File: config.mk
export PLATFORM = sky130hd
export DESIGN_NAME = prio_intc
export DESIGN_NICKNAME = d
export VERILOG_FILES = /design/src/rtl/prio_intc_pkg.sv /design/src/rtl/prio_intc_nmi_edge.sv /design/src/rtl/prio_intc_latch.sv /design/src/rtl/prio_intc_resolve.sv /design/src/rtl/prio_intc.sv
export SDC_FILE = /design/constraint.sdc
export NUM_CORES = 1
export LEC_CHECK = 0
export CELL_PAD_IN_SITES_DETAIL_PLACEMENT = 0
export CELL_PAD_IN_SITES_GLOBAL_PLACEMENT = 1
export CORE_MARGIN = 3
export CORE_UTILIZATION = 33
export CTS_CLUSTER_SIZE = 12
export DETAILED_ROUTE_END_ITERATION = 7
export PLACE_DENSITY = 0.79
export REMOVE_ABC_BUFFERS = 1
export SETUP_SLACK_MARGIN = 0.02
export SYNTH_ARGS = -nofsm -noshare
export SYNTH_HDL_FRONTEND = slang
export SYNTH_SLANG_ARGS = --single-unit
File: constraint.sdc
create_clock -name clk -period 1.6 [get_ports clk]
set_input_delay 0.4 -clock clk [delete_from_list [all_inputs] [get_ports clk]]
set_output_delay 0.4 -clock clk [all_outputs]
set_load 0.1 [all_outputs]
File: src/rtl/prio_intc_pkg.sv
package prio_intc_pkg;
  localparam int DEF_NUM_SRC   = 32;
  localparam int DEF_SYNC_LEN  = 2;

  function automatic int vec_width(input int n);
    return $clog2(n + 1);
  endfunction

  function automatic int idx_width(input int n);
    return (n > 1) ? $clog2(n) : 1;
  endfunction
endpackage

File: src/rtl/prio_intc_nmi_edge.sv
module prio_intc_nmi_edge #(
  parameter int SYNC_LEN = 2
) (
  input  logic clk,
  input  logic rst,
  input  logic pin_n,
  output logic fall_pulse
);
  logic [SYNC_LEN-1:0] chain_q;
  logic                last_q;

  genvar g;
  generate
    for (g = 0; g < SYNC_LEN; g++) begin : g_sync
      if (g == 0) begin : g_first
        always_ff @(posedge clk) begin
          if (rst) chain_q[g] <= 1'b1;
          else     chain_q[g] <= pin_n;
        end
      end else begin : g_rest
        always_ff @(posedge clk) begin
          if (rst) chain_q[g] <= 1'b1;
          else     chain_q[g] <= chain_q[g-1];
        end
      end
    end
  endgenerate

  always_ff @(posedge clk) begin
    if (rst) last_q <= 1'b1;
    else     last_q <= chain_q[SYNC_LEN-1];
  end

  assign fall_pulse = last_q & ~chain_q[SYNC_LEN-1];
endmodule

File: src/rtl/prio_intc_latch.sv
module prio_intc_latch #(
  parameter int NUM_SRC = 32,
  parameter int VEC_W   = 6
) (
  input  logic               clk,
  input  logic               rst,
  input  logic [NUM_SRC-1:0] req,
  input  logic               en_we,
  input  logic [NUM_SRC-1:0] en_wdata,
  input  logic               nmi_fall,
  input  logic               clr_valid,
  input  logic [VEC_W-1:0]   clr_vec,
  output logic [NUM_SRC-1:0] en_q,
  output logic [NUM_SRC-1:0] pend_q,
  output logic               nmi_q
);
  localparam logic [VEC_W-1:0] NMI_VEC = VEC_W'(NUM_SRC);

  logic [NUM_SRC-1:0] clr_mask;
  logic               clr_nmi;

  always_comb begin
    clr_mask = '0;
    for (int i = 0; i < NUM_SRC; i++) begin
      if (clr_valid && clr_vec == VEC_W'(i)) clr_mask[i] = 1'b1;
    end
  end

  assign clr_nmi = clr_valid && (clr_vec == NMI_VEC);

  always_ff @(posedge clk) begin
    if (rst) begin
      en_q   <= '0;
      pend_q <= '0;
      nmi_q  <= 1'b0;
    end else begin
      if (en_we) en_q <= en_wdata;
      pend_q <= (pend_q & ~clr_mask) | req;
      nmi_q  <= (nmi_q & ~clr_nmi) | nmi_fall;
    end
  end
endmodule

File: src/rtl/prio_intc_resolve.sv
module prio_intc_resolve #(
  parameter int NUM_SRC = 32,
  parameter int VEC_W   = 6
) (
  input  logic [NUM_SRC-1:0] cand,
  input  logic               nmi,
  output logic               hit,
  output logic [VEC_W-1:0]   win
);
  localparam logic [VEC_W-1:0] NMI_VEC = VEC_W'(NUM_SRC);

  always_comb begin
    hit = 1'b0;
    win = '0;
    for (int i = 0; i < NUM_SRC; i++) begin
      if (cand[i]) begin
        hit = 1'b1;
        win = VEC_W'(i);
      end
    end
    if (nmi) begin
      hit = 1'b1;
      win = NMI_VEC;
    end
  end
endmodule

File: src/rtl/prio_intc.sv
module prio_intc #(
  parameter int NUM_SRC  = prio_intc_pkg::DEF_NUM_SRC,
  parameter int SYNC_LEN = prio_intc_pkg::DEF_SYNC_LEN,
  localparam int VEC_W   = prio_intc_pkg::vec_width(NUM_SRC)
) (
  input  logic               clk,
  input  logic               rst,
  input  logic [NUM_SRC-1:0] irq_req_i,
  input  logic               en_we_i,
  input  logic [NUM_SRC-1:0] en_wdata_i,
  input  logic               nmi_n_i,
  input  logic               ack_i,
  output logic               irq_o,
  output logic [VEC_W-1:0]   vec_o
);
  logic               nmi_fall;
  logic [NUM_SRC-1:0] en_q;
  logic [NUM_SRC-1:0] pend_q;
  logic               nmi_pend_q;
  logic               take;
  logic               hit;
  logic [VEC_W-1:0]   win;
  logic               irq_q;
  logic [VEC_W-1:0]   vec_q;

  assign take = ack_i & irq_q;

  prio_intc_nmi_edge #(.SYNC_LEN(SYNC_LEN)) u_nmi (
    .clk        (clk),
    .rst        (rst),
    .pin_n      (nmi_n_i),
    .fall_pulse (nmi_fall)
  );

  prio_intc_latch #(.NUM_SRC(NUM_SRC), .VEC_W(VEC_W)) u_latch (
    .clk       (clk),
    .rst       (rst),
    .req       (irq_req_i),
    .en_we     (en_we_i),
    .en_wdata  (en_wdata_i),
    .nmi_fall  (nmi_fall),
    .clr_valid (take),
    .clr_vec   (vec_q),
    .en_q      (en_q),
    .pend_q    (pend_q),
    .nmi_q     (nmi_pend_q)
  );

  prio_intc_resolve #(.NUM_SRC(NUM_SRC), .VEC_W(VEC_W)) u_res (
    .cand (pend_q & en_q),
    .nmi  (nmi_pend_q),
    .hit  (hit),
    .win  (win)
  );

  always_ff @(posedge clk) begin
    if (rst || take) begin
      irq_q <= 1'b0;
      vec_q <= '0;
    end else begin
      irq_q <= hit;
      vec_q <= hit ? win : '0;
    end
  end

  assign irq_o = irq_q;
  assign vec_o = vec_q;
endmodule

==> reports/metrics.cfg <==
[place]
io_buffers = 75
place_congestion = 0.871
place_hpwl_um = 6480

[drt]
wl_per_cell_um = 14.6
viasPerCell = 4.97
drt_iter0_markers = 142
via_count = 2968
drt_pass1_iterations = 5
drt-total-wl_um = 8720
antenna_left = 0
drc = 0

[grt]
grt_first_pass_wirelength_um = 13900
grt_usage_pct = 17.0
antenna_found_initial = 0
grt_max_degree = 70
grt_pass1_vias = 2925
grt_overflow = 0

[finish]
area_growth_pct = 45.0
multi_input_area_um2 = 1480
seq_area_um2 = 1500
most-common-layout-cells = 73 x dfxtp_1, 66 x clkdlybuf4s50_1, 39 x nor2_1, 37 x a21oi_1, 33 x buf_4
nNetsFinal = 535
final_common_cell = dfxtp_1
fillers = 883
drive_above_1_share_pct = 14.0
postLayoutCoreUtil_pct = 50.7
insertedDiodeCount = 0

[worst_setup_path]
end_kind = register
cp_cell_sequence = a22o_1, or4_4, nor2_4, a21o_1, a21oi_1
critical-path-max-stage-delay_ns = 0.55
crit_slowest_cell = or4_4
start_kind = register
critPathBufInv = 0
path_class = register to register
worstPathArrival_ns = 1.84
crit_fanout = 3
crit_family = simple AND/OR/NAND/NOR gates
critical_path_required_ns = 1.82

[yosys]
syn_inst = 358
synth_top_family_by_area = compound AO/OA/AOI/OAI gates
ys_ff_latch = 75
syn_area_um2 = 3140
seq_area_frac_synth_pct = 47.9
synth.area.top_cells = dfxtp_1 48%, mux2i_1 10%, a21oi_1 5.9%
synth-adder-area-share_pct = 0
avgSynthCellArea_um2 = 8.76
yosysWarnings = 0
synth-xor-area-share_pct = 0
yosys.cell_types.count = 40
yosysTopAreaCell = dfxtp_1
synth_compound_area_share_pct = 22.4
synth_top_cell_area_share_pct = 47.9
synthMuxAreaShare_pct = 10.2
yosys.area_share.simple_pct = 14.0

[sta]
max_freq_ghz = 0.616
tightest_slew_ns = 0.472
post-route-period-util_pct = 102
setup-violations-final = 3
period_minus_slack_ns = 1.62
finalWorstSetupSlack_ns = -0.0244
hold_viol_final = 0
clock_skew_ns = 0.00590
slew-limit-headroom_pct = 68.5
rsz0062_at_grt = yes
finalMaxSlewViolations = 0

[clock_tree]
cts-root-buf = clkbuf_8
clk_latency_ns = 0.34
clk_pin_slew_ns = 0.07
h-tree-depth = 3
numCtsBuffers = 9
cts_tree = done
clock_sinks = 75
postCtsHoldBufs = 0
cts_max_path_buffers = 2

[run_status]
status = finished with violations
violations = negative setup slack

[floorplanning]
start_util_pct = 34.9
rows = 34
coreArea_um2 = 8980
io_pins = 76
die_y_um = 103
die_x_um = 103
die-area_um2 = 10700

[power]
pwr_density_cell_nw_per_um2 = 1000
leakage_nw = 1.93
power_mw = 4.55
ir_drop_v = 0.000642

[worst_hold_path]
hold_path_class = register to register

[run]
maxCapViolCount = 0

cells by family (layout without fill, tap and decap cells):
kind of cell / after synthesis / count (layout)
muxes: 32 / 32
DFF: 75 / 75
AOI/OAI and AO/OA: 113 / 113
and+or+nand+nor: 94 / 94
buffers and inverters: 44 / 157
layer usage:
layer  global-route usage, %  vias up  wire length, um
li1                        -     1483                -
met1                    22.5     1372             3980
met2                    26.9      100             3990
met3                    5.10       13              619
met4                    5.18        0              125
met5                       0        -                0
state kept, by name (all words and copies together), names as in the netlist:
| register | cells |
|---|---|
| u_latch.nmi_q | 1 |
| irq_o | 1 |
| u_latch.en_q | 32 |
| u_latch.pend_q | 32 |
| u_nmi.chain_q | 2 |
| vec_o | 6 |
| u_nmi.last_q | 1 |
per-stage QoR:
step	setup TNS (ns)	hold slack, ns	worst slack (ns)	area [um^2]	instances
detailed placement	-6.29	0.401	-0.243	4320	579
CTS	-0.0632	0.417	-0.0199	4530	596
global placement	-5.31	0.389	-0.200	4320	579
global route	-0.114	0.448	-0.0415	4550	597
finish	-0.0633	0.411	-0.0244	4550	597
floorplan	-13.54	0.383	-0.530	3080	345
where the power goes:
group | internal, mW | switching [mW]
registers | 2.00 | 0.112
clock network | 0.764 | 0.632
logic | 0.506 | 0.535
layout make-up:
cell class,count,area share [%]
Inverter,31,2.56
Clock buffer,14,3.36
Tap cell,126,3.47
Multi-Input combinational cell,239,32.6
Sequential cell,75,33.1
Timing Repair Buffer,110,24.2
Clock inverter,2,0.771
timing repair:
action,4_1_cts,5_1_grt
setup endpoints to repair,4,7
pin swaps,5,5
resized for setup,5,2
setup buffers,1,1
synth_stat cells, drive strengths merged:
| master | instances |
|---|---|
| dfxtp | 75 |
| nor2 | 40 |
| a21oi | 37 |
| o21ai | 35 |
| mux2i | 32 |
| inv | 31 |
| nand2 | 25 |
| a22o | 10 |
| clkbuf | 9 |
| a22oi | 7 |
| nor2b | 6 |
| a31oi | 5 |
| or2 | 5 |
| a32oi | 4 |
| buf | 4 |
| nor3 | 4 |
| and2 | 3 |
| nand3 | 3 |
| a211oi | 2 |
| a221oi | 2 |
| a222oi | 2 |
| a32o | 2 |
| nand2b | 2 |
| a211o | 1 |
| a21boi | 1 |
| a21o | 1 |
| a221o | 1 |
| and4 | 1 |
| nand4 | 1 |
| nand4b | 1 |
| nor3b | 1 |
| nor4 | 1 |
| o2111ai | 1 |
| o211ai | 1 |
| o31ai | 1 |
| or4 | 1 |
path summary, 6_finish.rpt:
kind                     startpoint                to  cells after the start  slack [ns]
setup / recovery  u_latch.pend_q[4]          vec_o[2]                      5       -0.02
hold / removal     u_nmi.chain_q[0]  u_nmi.chain_q[1]                      1        0.41
setup reg to reg  u_latch.pend_q[4]          vec_o[2]                      5       -0.02
hold reg to reg    u_nmi.chain_q[0]  u_nmi.chain_q[1]                      1        0.41
Power figures use the tool's default switching activity.
